==> config.mk <==
export PLATFORM = sky130hd
export DESIGN_NAME = aud_serial_rx
export DESIGN_NICKNAME = d
export VERILOG_FILES = /design/src/rtl/aud_rx_pkg.sv /design/src/rtl/aud_rx_sync.sv /design/src/rtl/aud_rx_edge.sv /design/src/rtl/aud_rx_deser.sv /design/src/rtl/aud_serial_rx.sv
export SDC_FILE = /design/constraint.sdc
export NUM_CORES = 1
export LEC_CHECK = 0
export ABC_AREA = 0
export CORE_MARGIN = 2
export CORE_UTILIZATION = 40
export CTS_BUF_LIST = sky130_fd_sc_hd__clkbuf_8 sky130_fd_sc_hd__clkbuf_16
export DETAILED_ROUTE_END_ITERATION = 10
export HOLD_SLACK_MARGIN = 0.03
export PLACE_DENSITY_LB_ADDON = 0.3
export SETUP_SLACK_MARGIN = 0.1
export SYNTH_ARGS = -nofsm -noshare
export SYNTH_HDL_FRONTEND = slang
export SYNTH_SLANG_ARGS = --single-unit
==> constraint.sdc <==
create_clock -name clk -period 8.2 [get_ports clk]
set_clock_uncertainty 0.2 [all_clocks]
set_input_delay 1.23 -clock clk [delete_from_list [all_inputs] [get_ports clk]]
set_output_delay 1.23 -clock clk [all_outputs]
set_load 0.01 [all_outputs]
==> src/rtl/aud_rx_pkg.sv <==
package aud_rx_pkg;

    localparam int SAMPLE_W = 24;
    localparam int WORD16_W = 16;
    localparam int WORD20_W = 20;

    typedef enum logic [2:0] {
        FMT_RJ16  = 3'b000,
        FMT_RJ20  = 3'b001,
        FMT_LJ24  = 3'b010,
        FMT_I2S24 = 3'b011,
        FMT_RJ24  = 3'b100
    } aud_fmt_e;

endpackage

==> src/rtl/aud_rx_sync.sv <==
module aud_rx_sync #(
    parameter int W      = 3,
    parameter int STAGES = 2
) (
    input  logic         clk,
    input  logic         rst_n,
    input  logic [W-1:0] async_i,
    output logic [W-1:0] sync_o
);

    logic [STAGES-1:0][W-1:0] pipe_d, pipe_q;

    always_comb begin
        pipe_d[0] = async_i;
        for (int s = 1; s < STAGES; s++) begin
            pipe_d[s] = pipe_q[s-1];
        end
    end

    always_ff @(posedge clk or negedge rst_n) begin
        if (!rst_n) pipe_q <= '0;
        else        pipe_q <= pipe_d;
    end

    assign sync_o = pipe_q[STAGES-1];

endmodule

==> src/rtl/aud_rx_edge.sv <==
module aud_rx_edge (
    input  logic clk,
    input  logic rst_n,
    input  logic lvl_i,
    output logic rise_o
);

    logic prev_d, prev_q;

    always_comb prev_d = lvl_i;

    always_ff @(posedge clk or negedge rst_n) begin
        if (!rst_n) prev_q <= 1'b0;
        else        prev_q <= prev_d;
    end

    assign rise_o = lvl_i & ~prev_q;

    // a bit-clock rise is seen for a single system cycle only
    assert_rise_gap_R2: assert property (@(posedge clk) disable iff (!rst_n)
        rise_o |=> !rise_o);

endmodule

==> src/rtl/aud_rx_deser.sv <==
module aud_rx_deser
    import aud_rx_pkg::*;
#(
    parameter int CNT_W = 6
) (
    input  logic                clk,
    input  logic                rst_n,
    input  logic                bit_rise_i,
    input  logic                lr_i,
    input  logic                data_i,
    input  logic [2:0]          fmt_i,
    output logic [SAMPLE_W-1:0] left_o,
    output logic [SAMPLE_W-1:0] right_o,
    output logic                valid_o
);

    localparam logic [CNT_W-1:0] CNT_MAX  = '1;
    localparam logic [CNT_W-1:0] LAST_IDX = CNT_W'(SAMPLE_W - 1);
    localparam logic [CNT_W-1:0] I2S_IDX  = CNT_W'(SAMPLE_W);
    localparam int               SH16     = SAMPLE_W - WORD16_W;
    localparam int               SH20     = SAMPLE_W - WORD20_W;

    typedef struct packed {
        logic [SAMPLE_W-1:0] shreg;
        logic [CNT_W-1:0]    cnt;
        logic                prev_lr;
        logic                synced;
        logic                have_left;
        logic [SAMPLE_W-1:0] left_hold;
        logic [SAMPLE_W-1:0] left_out;
        logic [SAMPLE_W-1:0] right_out;
        logic                valid;
    } st_t;

    st_t d, q;

    logic                frame_edge;
    logic                i2s_spill;
    logic                cap;
    logic                cap_left;
    logic [CNT_W-1:0]    idx;
    logic [SAMPLE_W-1:0] shifted;
    logic [SAMPLE_W-1:0] word;

    always_comb begin
        d          = q;
        d.valid    = 1'b0;
        frame_edge = (lr_i != q.prev_lr);
        idx        = frame_edge ? '0 : ((q.cnt == CNT_MAX) ? q.cnt : q.cnt + 1'b1);
        shifted    = {q.shreg[SAMPLE_W-2:0], data_i};
        i2s_spill  = frame_edge && q.synced && (q.cnt == LAST_IDX);
        cap        = 1'b0;
        cap_left   = 1'b0;
        word       = shifted;

        case (fmt_i)
            FMT_I2S24: begin
                cap      = i2s_spill || (!frame_edge && q.synced && (idx == I2S_IDX));
                cap_left = i2s_spill ? !q.prev_lr : !lr_i;
            end
            FMT_RJ16: begin
                cap      = frame_edge && q.synced;
                cap_left = q.prev_lr;
                word     = q.shreg << SH16;
            end
            FMT_RJ20: begin
                cap      = frame_edge && q.synced;
                cap_left = q.prev_lr;
                word     = q.shreg << SH20;
            end
            FMT_RJ24: begin
                cap      = frame_edge && q.synced;
                cap_left = q.prev_lr;
                word     = q.shreg;
            end
            default: begin
                cap      = q.synced && (idx == LAST_IDX);
                cap_left = lr_i;
            end
        endcase

        if (bit_rise_i) begin
            d.cnt     = idx;
            d.prev_lr = lr_i;
            d.shreg   = shifted;
            if (frame_edge) d.synced = 1'b1;
            if (cap) begin
                if (cap_left) begin
                    d.left_hold = word;
                    d.have_left = 1'b1;
                end else if (q.have_left) begin
                    d.left_out  = q.left_hold;
                    d.right_out = word;
                    d.valid     = 1'b1;
                    d.have_left = 1'b0;
                end
            end
        end
    end

    always_ff @(posedge clk or negedge rst_n) begin
        if (!rst_n) q <= '0;
        else        q <= d;
    end

    assign left_o  = q.left_out;
    assign right_o = q.right_out;
    assign valid_o = q.valid;

    // the strobe is a single-cycle pulse
    assert_valid_single_R8: assert property (@(posedge clk) disable iff (!rst_n)
        q.valid |=> !q.valid);

    // a pair is only presented as the result of a bit-clock rise
    assert_valid_on_bit_R8: assert property (@(posedge clk) disable iff (!rst_n)
        q.valid |-> $past(bit_rise_i));

    // outputs hold whenever no pair is presented
    assert_out_hold_R8: assert property (@(posedge clk) disable iff (!rst_n)
        !q.valid |-> ($stable(q.left_out) && $stable(q.right_out)));

    // position restarts on every frame-clock change
    assert_cnt_restart_R10: assert property (@(posedge clk) disable iff (!rst_n)
        (bit_rise_i && (lr_i != q.prev_lr)) |=> (q.cnt == '0));

    // 16-bit words leave the low output bits clear
    assert_rj16_zero_R6: assert property (@(posedge clk) disable iff (!rst_n)
        (q.valid && ($past(fmt_i) == FMT_RJ16)) |-> (q.right_out[SH16-1:0] == '0));

endmodule

==> src/rtl/aud_serial_rx.sv <==
module aud_serial_rx
    import aud_rx_pkg::*;
#(
    parameter int SYNC_STAGES = 2,
    parameter int CNT_W       = 6
) (
    input  logic                clk,
    input  logic                rst_n,
    input  logic                bclk_i,
    input  logic                frame_i,
    input  logic                sdata_i,
    input  logic [2:0]          fmt_i,
    output logic [SAMPLE_W-1:0] left_o,
    output logic [SAMPLE_W-1:0] right_o,
    output logic                valid_o
);

    localparam int LINES = 3;

    logic [LINES-1:0] lines_sync;
    logic             bit_rise;

    aud_rx_sync #(
        .W      (LINES),
        .STAGES (SYNC_STAGES)
    ) sync_i (
        .clk     (clk),
        .rst_n   (rst_n),
        .async_i ({bclk_i, frame_i, sdata_i}),
        .sync_o  (lines_sync)
    );

    aud_rx_edge edge_i (
        .clk    (clk),
        .rst_n  (rst_n),
        .lvl_i  (lines_sync[2]),
        .rise_o (bit_rise)
    );

    aud_rx_deser #(
        .CNT_W (CNT_W)
    ) deser_i (
        .clk        (clk),
        .rst_n      (rst_n),
        .bit_rise_i (bit_rise),
        .lr_i       (lines_sync[1]),
        .data_i     (lines_sync[0]),
        .fmt_i      (fmt_i),
        .left_o     (left_o),
        .right_o    (right_o),
        .valid_o    (valid_o)
    );

endmodule

* After elaboration in Yosys (flattened, before gate mapping)
Index checks and enable logic that the tools add are counted.
** Operators by class
- $add $sub $neg :: 1
- Equal/unequal tests :: 8
- Muxes and demuxes :: 11
- Bitwise operators :: 3
- Reductions and logical operators :: 15
** Operator list (count)
- case mux 24 bit (3 select lines) :: 1
- == test 6 x 5 -> 1 bit, second input constant :: 3
- two-way mux 6 bit :: 2
- adder 6 x 1 -> 6 bit, second input constant :: 1
- == test 6 bit, second input constant :: 1
- two-way mux 1 bit :: 6
- logical AND 1 bit :: 5
- case mux 1 bit (2 select lines) :: 2
- AND reduction 2 bit :: 2
- AND reduction 4 bit :: 1
- == test 3 x 1 -> 1 bit, second input constant :: 1
- == test 3 x 2 -> 1 bit, second input constant :: 1
- == test 3 bit, second input constant :: 1
- zero test 1 bit :: 3
- zero test 3 bit :: 1
- AND reduction 3 bit :: 1
- OR reduction 3 bit :: 1
- inverter 1 bit :: 2
- bitwise AND 1 bit :: 1
- logical OR 1 bit :: 1
- inequality test 1 bit :: 1
** Storage, ports and cells
- Bits in registers :: 113
- Input port bits :: 8
- Output and inout bits :: 49
- Logic and storage cells :: 50

* Depth between registers and ports, before layout
Gate-level depths: netlist of the first run.
- Depth after elaboration :: 9
- Mapped depth :: 10
- Depth with buffers taken out :: 7

* Modules after synthesis
From an unflattened synthesis of the first run, not the netlist that was laid out.
** Second synthesis, totals
- Cell total of the unflattened synthesis :: 459
- Area, all modules :: 5640.4 µm²
** By module, submodules not included
- aud_rx_deser :: instances 1, cells each 451, area each 5451.5 µm², sequential area each 2652.5 µm²
- aud_rx_sync :: instances 1, cells each 6, area each 150.1 µm², sequential area each 150.1 µm²
- aud_rx_edge :: instances 1, cells each 2, area each 38.8 µm², sequential area each 25.0 µm²

* Least setup slack after synthesis of the first run
OpenSTA, ideal clock, no wires.
- Path kind :: input to register
- Start point :: in fmt_i[2]
- End point :: reg deser_i.q, in the netlist deser_i.left_o[0]
- Setup time :: 0.125 ns
- Arrival :: 2.923 ns
- Data required time :: 7.875 ns
- Path slack :: 4.952 ns
- Stages :: 9
- Buffers on the path :: 3
- Path through :: buf_2 > nor2b_2 > nand4b_1 > o31ai_1 > nand3_2 > a211o_1 > buf_6 > buf_6 > mux2_4
** Between the ends
- Word-level cells in the longest chain between the ends :: 5
- Elaborated cells on any way between the ends :: 9
- Those cells by class :: 3 x eq/ne; 2 x mux; 1 x bitwise; 3 x reduce/logical
** Ends and longest elaborated chain
- from (decl) :: RTL line aud_serial_rx.sv:12 : input logic [2:0] fmt_i,
- == test 3 x 1 -> 1 bit, or another cell as far along :: RTL line aud_rx_deser.sv:56 : case (fmt_i)
- OR reduction 3 bit (no line)
- case mux 1 bit (2 select lines) :: RTL line aud_rx_deser.sv:56
- inverter 1 bit (no line)
- AND reduction 4 bit (no line) *
- to (signal assigned) :: RTL line aud_rx_deser.sv:102 : if (!rst_n) q <= '0;
- to (signal assigned) :: RTL line aud_rx_deser.sv:103 : else q <= d;
- to (decl) :: RTL line aud_rx_deser.sv:35 : st_t d, q;
Every way passes the cells marked *; elsewhere a longest branch is shown, timed or not.
A chain may end at the register's enable or synchronous reset.

* Worst setup path in the final report of the first run
- Start point :: in fmt_i[0]
- End point :: reg deser_i.q, in the netlist deser_i.right_o[22]
** Between the ends
- Word-level cells in the longest chain between the ends :: 5
- Elaborated cells on any way between the ends :: 10
- Those cells by class :: 3 x eq/ne; 3 x mux; 1 x bitwise; 3 x reduce/logical
** Ends and longest elaborated chain (RTL line)
- == test 3 x 1 -> 1 bit, or another cell as far along :: aud_rx_deser.sv:56
- OR reduction 3 bit (no line)
- case mux 1 bit (2 select lines) :: aud_rx_deser.sv:56
- inverter 1 bit (no line)
- AND reduction 4 bit (no line)
Parallel ways exist; a longest one is shown, timed or not.

==> metrics.txt, run 1 <==
status finished clean; Final Hold Viols 0; CTS tree done; Rows 43; drt pass-1 iters 4; Distinct cells, synth 45; post-route total power 1.448 mW; Synth async-reset ratio 100.0%; most frequent cells in the layout dfrtp_1 (113), nand2_1 (107), mux2_2 (63); Storage cell area 2828 sq um; compound-cell area share of the yosys netlist 9.815%; antenna violations before repair 0; delay-heaviest family, CP buffers and inverters; Setup crit end kind flop; sequential cell area fraction in the yosys report 50.30%; Hold Crit Class reg2reg; antenna-violating nets left 0; Port-buffer cells 56; R2R setup slack 5.20 ns; prevailing post-synth register cell dfrtp_1; DIE HEIGHT 122.6 microns; total clock sinks 113; Post-Syn Area per Cell 11.00 sq um; final wirelength 10690 microns; fin. max-slew vios 0; gr usage total 15.52%; actual slew at the worst max-slew pin 0.9776 ns; CP Cell Sequence buf_2, nor2b_2, nand4b_1, o31ai_1, nand3_2, a211o_2, buf_4, mux2_4; routed length per placed instance 15.18 microns; maxcap violations 0; Nets 520; share of layout cells above drive strength 1 22.33%; gr ovfl total 0; filler cell count 1250; slowest cell delay on critical path 0.72 ns; P per Cell Area 224.0 nW/um^2; area of the multi-input gates 2252 sq um; post-DP HPWL 6848 microns; final period utilization 46.78%; largest family of logic cells by synthesized area multiplexers; worst skew pair latency 0.41 ns; Mapped Area 5622 sq um; largest net degree at the start of global routing 61; post-synthesis cell count 511; Post-synth EDFFs 0; via/cell ratio 5.166; Die W 122.6 microns; CP bufs+invs 2; Clock Path Buffers 2; CP startpoint kind input port; Worst EP arrival 3.92 ns; commonest non-fill, non-tap cell in the layout dfrtp_1; Critical Path RT 8.29 ns; Post-CTS Setup Bufs 0; Post-Synth Simple-Gate Area 11.31%; CTS resizes 0; Synth Area in Adders 0.2226%; Antenna diodes 0; Remaining DRCs 0; drt initial violations 192; TritonCTS Buffers 17; Layout Area Growth over Synthesis 14.96%; # hold bufs at CTS 0; Die Area 15020 sq um; Slew headroom 34.83%; total number of vias 3637; critical path class in2reg; CORE AREA 13830 sq um; CP Max Fanout 49; # IOs 57; Initial Utilization 40.66%; clk slew on worst S/H paths 0.05 ns; multiplexer share of the synthesized area 18.05%; setup TNS 0 ns; Syn Nets 520; final setup fails 0; GP Congestion 0.8027; Post-Synth XOR/XNOR Area 0.6009%; CP max stage cell buf_2; minimum clock period 3.836 ns; Synth warnings 0; RSZ-0062 raised after global routing false; Clock Root Buffer clkbuf_16; first-pass GRT wire length 17950 microns; number of global-route vias before repair 3445; Fmax 260.7 MHz; number of synthesized register bits 113; Leak 3.121 nW; H-tree depth 4; VDD IR max 126.0 uV
==> cells by family after synthesis <==
kind of cell,Yosys count
and+or+nand+nor,145
DFF,113
muxes,89
buffers and inverters,88
AOI/OAI and AO/OA,72
xor gates and xnor gates,3
adders and majority gates,1
==> per-stage QoR <==
stage          utilization [%]  setup WS (ns)  hold slack [ns]  std cells  area (sq um)
2_1_floorplan                -          4.952           0.1312        511          5622
3_3_place_gp             42.94          3.999           0.1343        672          5937
3_5_place_dp             42.94          3.909           0.1355        672          5937
4_1_cts                  46.74          4.355           0.1476        704          6462
5_1_grt                  46.74          4.115           0.1550        704          6462
6_report                 46.74          4.364           0.1454        704          6462
==> cells in the mapped netlist (all sizes together) (3+ instances only) <==
library cell	count	area share [%]
dfrtp	113	50
nand2	107	7.1
mux2	72	15
buf	65	8.2
a22o	24	3.7
clkbuf	18	1.2
mux2i	17	3.0
nand3	16	1.5
o211ai	15	2.0
a21oi	8	0.71
o21ai	6	0.53
inv	5	0.33
nor2	5	0.38
a22oi	4	0.53
nor2b	3	0.38
xor2	3	0.60
==> final timing paths <==
path / start / to / cells past startpoint
setup / recovery: fmt_i[0] / deser_i.right_o[22] / 8
hold / removal: sync_i.pipe_d[3] / sync_i.sync_o[0] / 0
setup reg to reg: deser_i.q[76] / deser_i.right_o[17] / 8
hold reg to reg: sync_i.pipe_d[3] / sync_i.sync_o[0] / 0
max in group asynchronous: rst_n / deser_i.q[80] / 2
min in group asynchronous: rst_n / deser_i.q[61] / 1
==> where the power goes <==
part / internal, mW / leakage, nW / switching (mW)
Clock: 0.411 / 0.292 / 0.231
Sequential: 0.600 / 1.54 / 0.0523
Combinational: 0.0741 / 1.29 / 0.0800
Total: 1.08 / 3.12 / 0.364
==> per-layer routing <==
layer | vias to the layer above | track usage (%) | part of all wire [%]
met1 | 1804 | 21.09 | 46
met4 | 0 | 5.819 | 1.1
li1 | 1740 | - | -
met3 | 10 | 4.461 | 4.1
met2 | 83 | 23.58 | 49
met5 | - | 0 | 0
==> registers in the layout (all words and copies together) (netlist names) <==
register,cells
deser_i.q,57
deser_i.left_o,24
deser_i.right_o,24
sync_i.pipe_d,3
sync_i.sync_o,3
deser_i.valid_o,1
edge_i.prev_q,1
==> area by class of cell <==
type,count,area share (%)
well taps,180,3.485
repair buffers,64,9.487
inverters,5,0.2904
flip-flops and latches,113,43.76
clock inverters,14,1.336
multi-input cells,310,34.85
clock buffers,18,6.796
Note: power is estimated with default switching activity, not from simulation.
==> run 2, diff against run 1 <==
- clock period: 8.2 -> 3.4 ns (I/O delays scaled with it)
==> metrics.txt, run 2 (same netlist as run 1, synthesis figures left out) <==
fin. max-slew vios 0; RSZ-0062 raised after global routing false; GP Congestion 0.8455; status finished clean; Nets 523; Slew headroom 49.40%; actual slew at the worst max-slew pin 0.7591 ns; gr usage total 15.70%; clk slew on worst S/H paths 0.05 ns; drt initial violations 150; grt met2 use 24.97%; CP startpoint kind flop; antenna violations before repair 0; worst skew pair latency 0.41 ns; DIE HEIGHT 122.6 microns; number of global-route vias before repair 3668; via/cell ratio 5.205; Fmax 353.8 MHz; drt pass-1 iters 5; CP bufs+invs 1; final wirelength 10610 microns; Hold Crit Class reg2reg; routed length per placed instance 15.01 microns; Biggest register deser_i.q; CP Max Fanout 49; Layout Area Growth over Synthesis 18.70%; VDD IR max 326.2 uV; Setup crit end kind flop; Worst EP arrival 2.92 ns; minimum clock period 2.826 ns; Clock Path Buffers 2; slowest cell delay on critical path 0.45 ns; critical path class reg2reg; Leak 3.186 nW; largest net degree at the start of global routing 60; GRT met3 Usage 5.019%; setup TNS 0 ns; CP max stage cell dfrtp_1; CORE AREA 13830 sq um; first-pass GRT wire length 17970 microns; most frequent cells in the layout dfrtp_1 (113), nand2_1 (107), mux2_2 (63); final setup fails 0; Layout Utilization 48.26%; TritonCTS Buffers 17; Clock Root Buffer clkbuf_16; delay-heaviest family, CP compound AO/OA/AOI/OAI gates; P per Cell Area 588.5 nW/um^2; gr ovfl total 0; Rows 43; post-route total power 3.927 mW; # IOs 57; max FFs per register 57; commonest non-fill, non-tap cell in the layout dfrtp_1; final period utilization 83.13%; Most Crowded Layer GR met2; Die W 122.6 microns; Die Area 15020 sq um; total number of vias 3680; Final Hold Viols 0; share of layout cells above drive strength 1 23.72%; CTS tree done; H-tree depth 4; CP Cell Sequence ha_1, and4b_1, a21oi_1, and4_1, nand3_2, a211o_2, buf_12, mux2_4; Initial Utilization 40.66%; met1 usage 19.75%; Antenna diodes 0; total clock sinks 113; antenna-violating nets left 0; maxcap violations 0; post-DP HPWL 6977 microns; Port-buffer cells 56; Remaining DRCs 0; Critical Path RT 3.50 ns
run 2: repair_timing:
action                    CTS  global route
hold endpoints to repair   57             0
resized for setup           0             0
setup buffers               0             0
hold buffers                1             0
run 2: routing by layer:
layer  part of all wire, %  wire, microns
met5                     0              0
met4                   1.6            171
met3                   4.3            457
met2                    49           5199
met1                    45           4786
run 2: final cells by class:
type	instances	area [sq um]
Clock buffer	22	494.2
Clock inverter	10	178.9
Fill cell	1206	7154
Inverter	5	18.77
Multi-Input combinational cell	310	2252
Sequential cell	113	2828
Tap cell	180	225.2
Timing Repair Buffer	67	675.6
run 2: power by group:
part / internal [mW] / switching, mW / total, mW
combinational: 0.183 / 0.195 / 0.378
clock: 1.39 / 0.589 / 1.98
sequential: 1.45 / 0.124 / 1.57
run 2: metrics by stage:
| step | cells | hold WS, ns | instance area, sq um | setup WS [ns] |
|---|---|---|---|---|
| global placement | 674 | 0.1325 | 5989 | 0.4011 |
| detailed placement | 674 | 0.1356 | 5989 | 0.3586 |
| CTS | 707 | 0.1479 | 6673 | 0.5960 |
| global route | 707 | 0.1548 | 6673 | 0.4587 |
| finish | 707 | 0.1443 | 6673 | 0.5735 |
| floorplan | 511 | 0.01441 | 5622 | 0.7788 |
run 2: worst paths after layout:
kind                                  endpoint  slack (ns)              from  cells after the start
min in group asynchronous   deser_i.left_o[11]        0.51             rst_n                      2
setup reg to reg           deser_i.right_o[21]        0.57     deser_i.q[76]                      8
setup / recovery           deser_i.right_o[21]        0.57     deser_i.q[76]                      8
hold reg to reg               sync_i.sync_o[1]        0.14  sync_i.pipe_d[4]                      0
hold / removal                sync_i.sync_o[1]        0.14  sync_i.pipe_d[4]                      0
max in group asynchronous        deser_i.q[87]        1.79             rst_n                      3
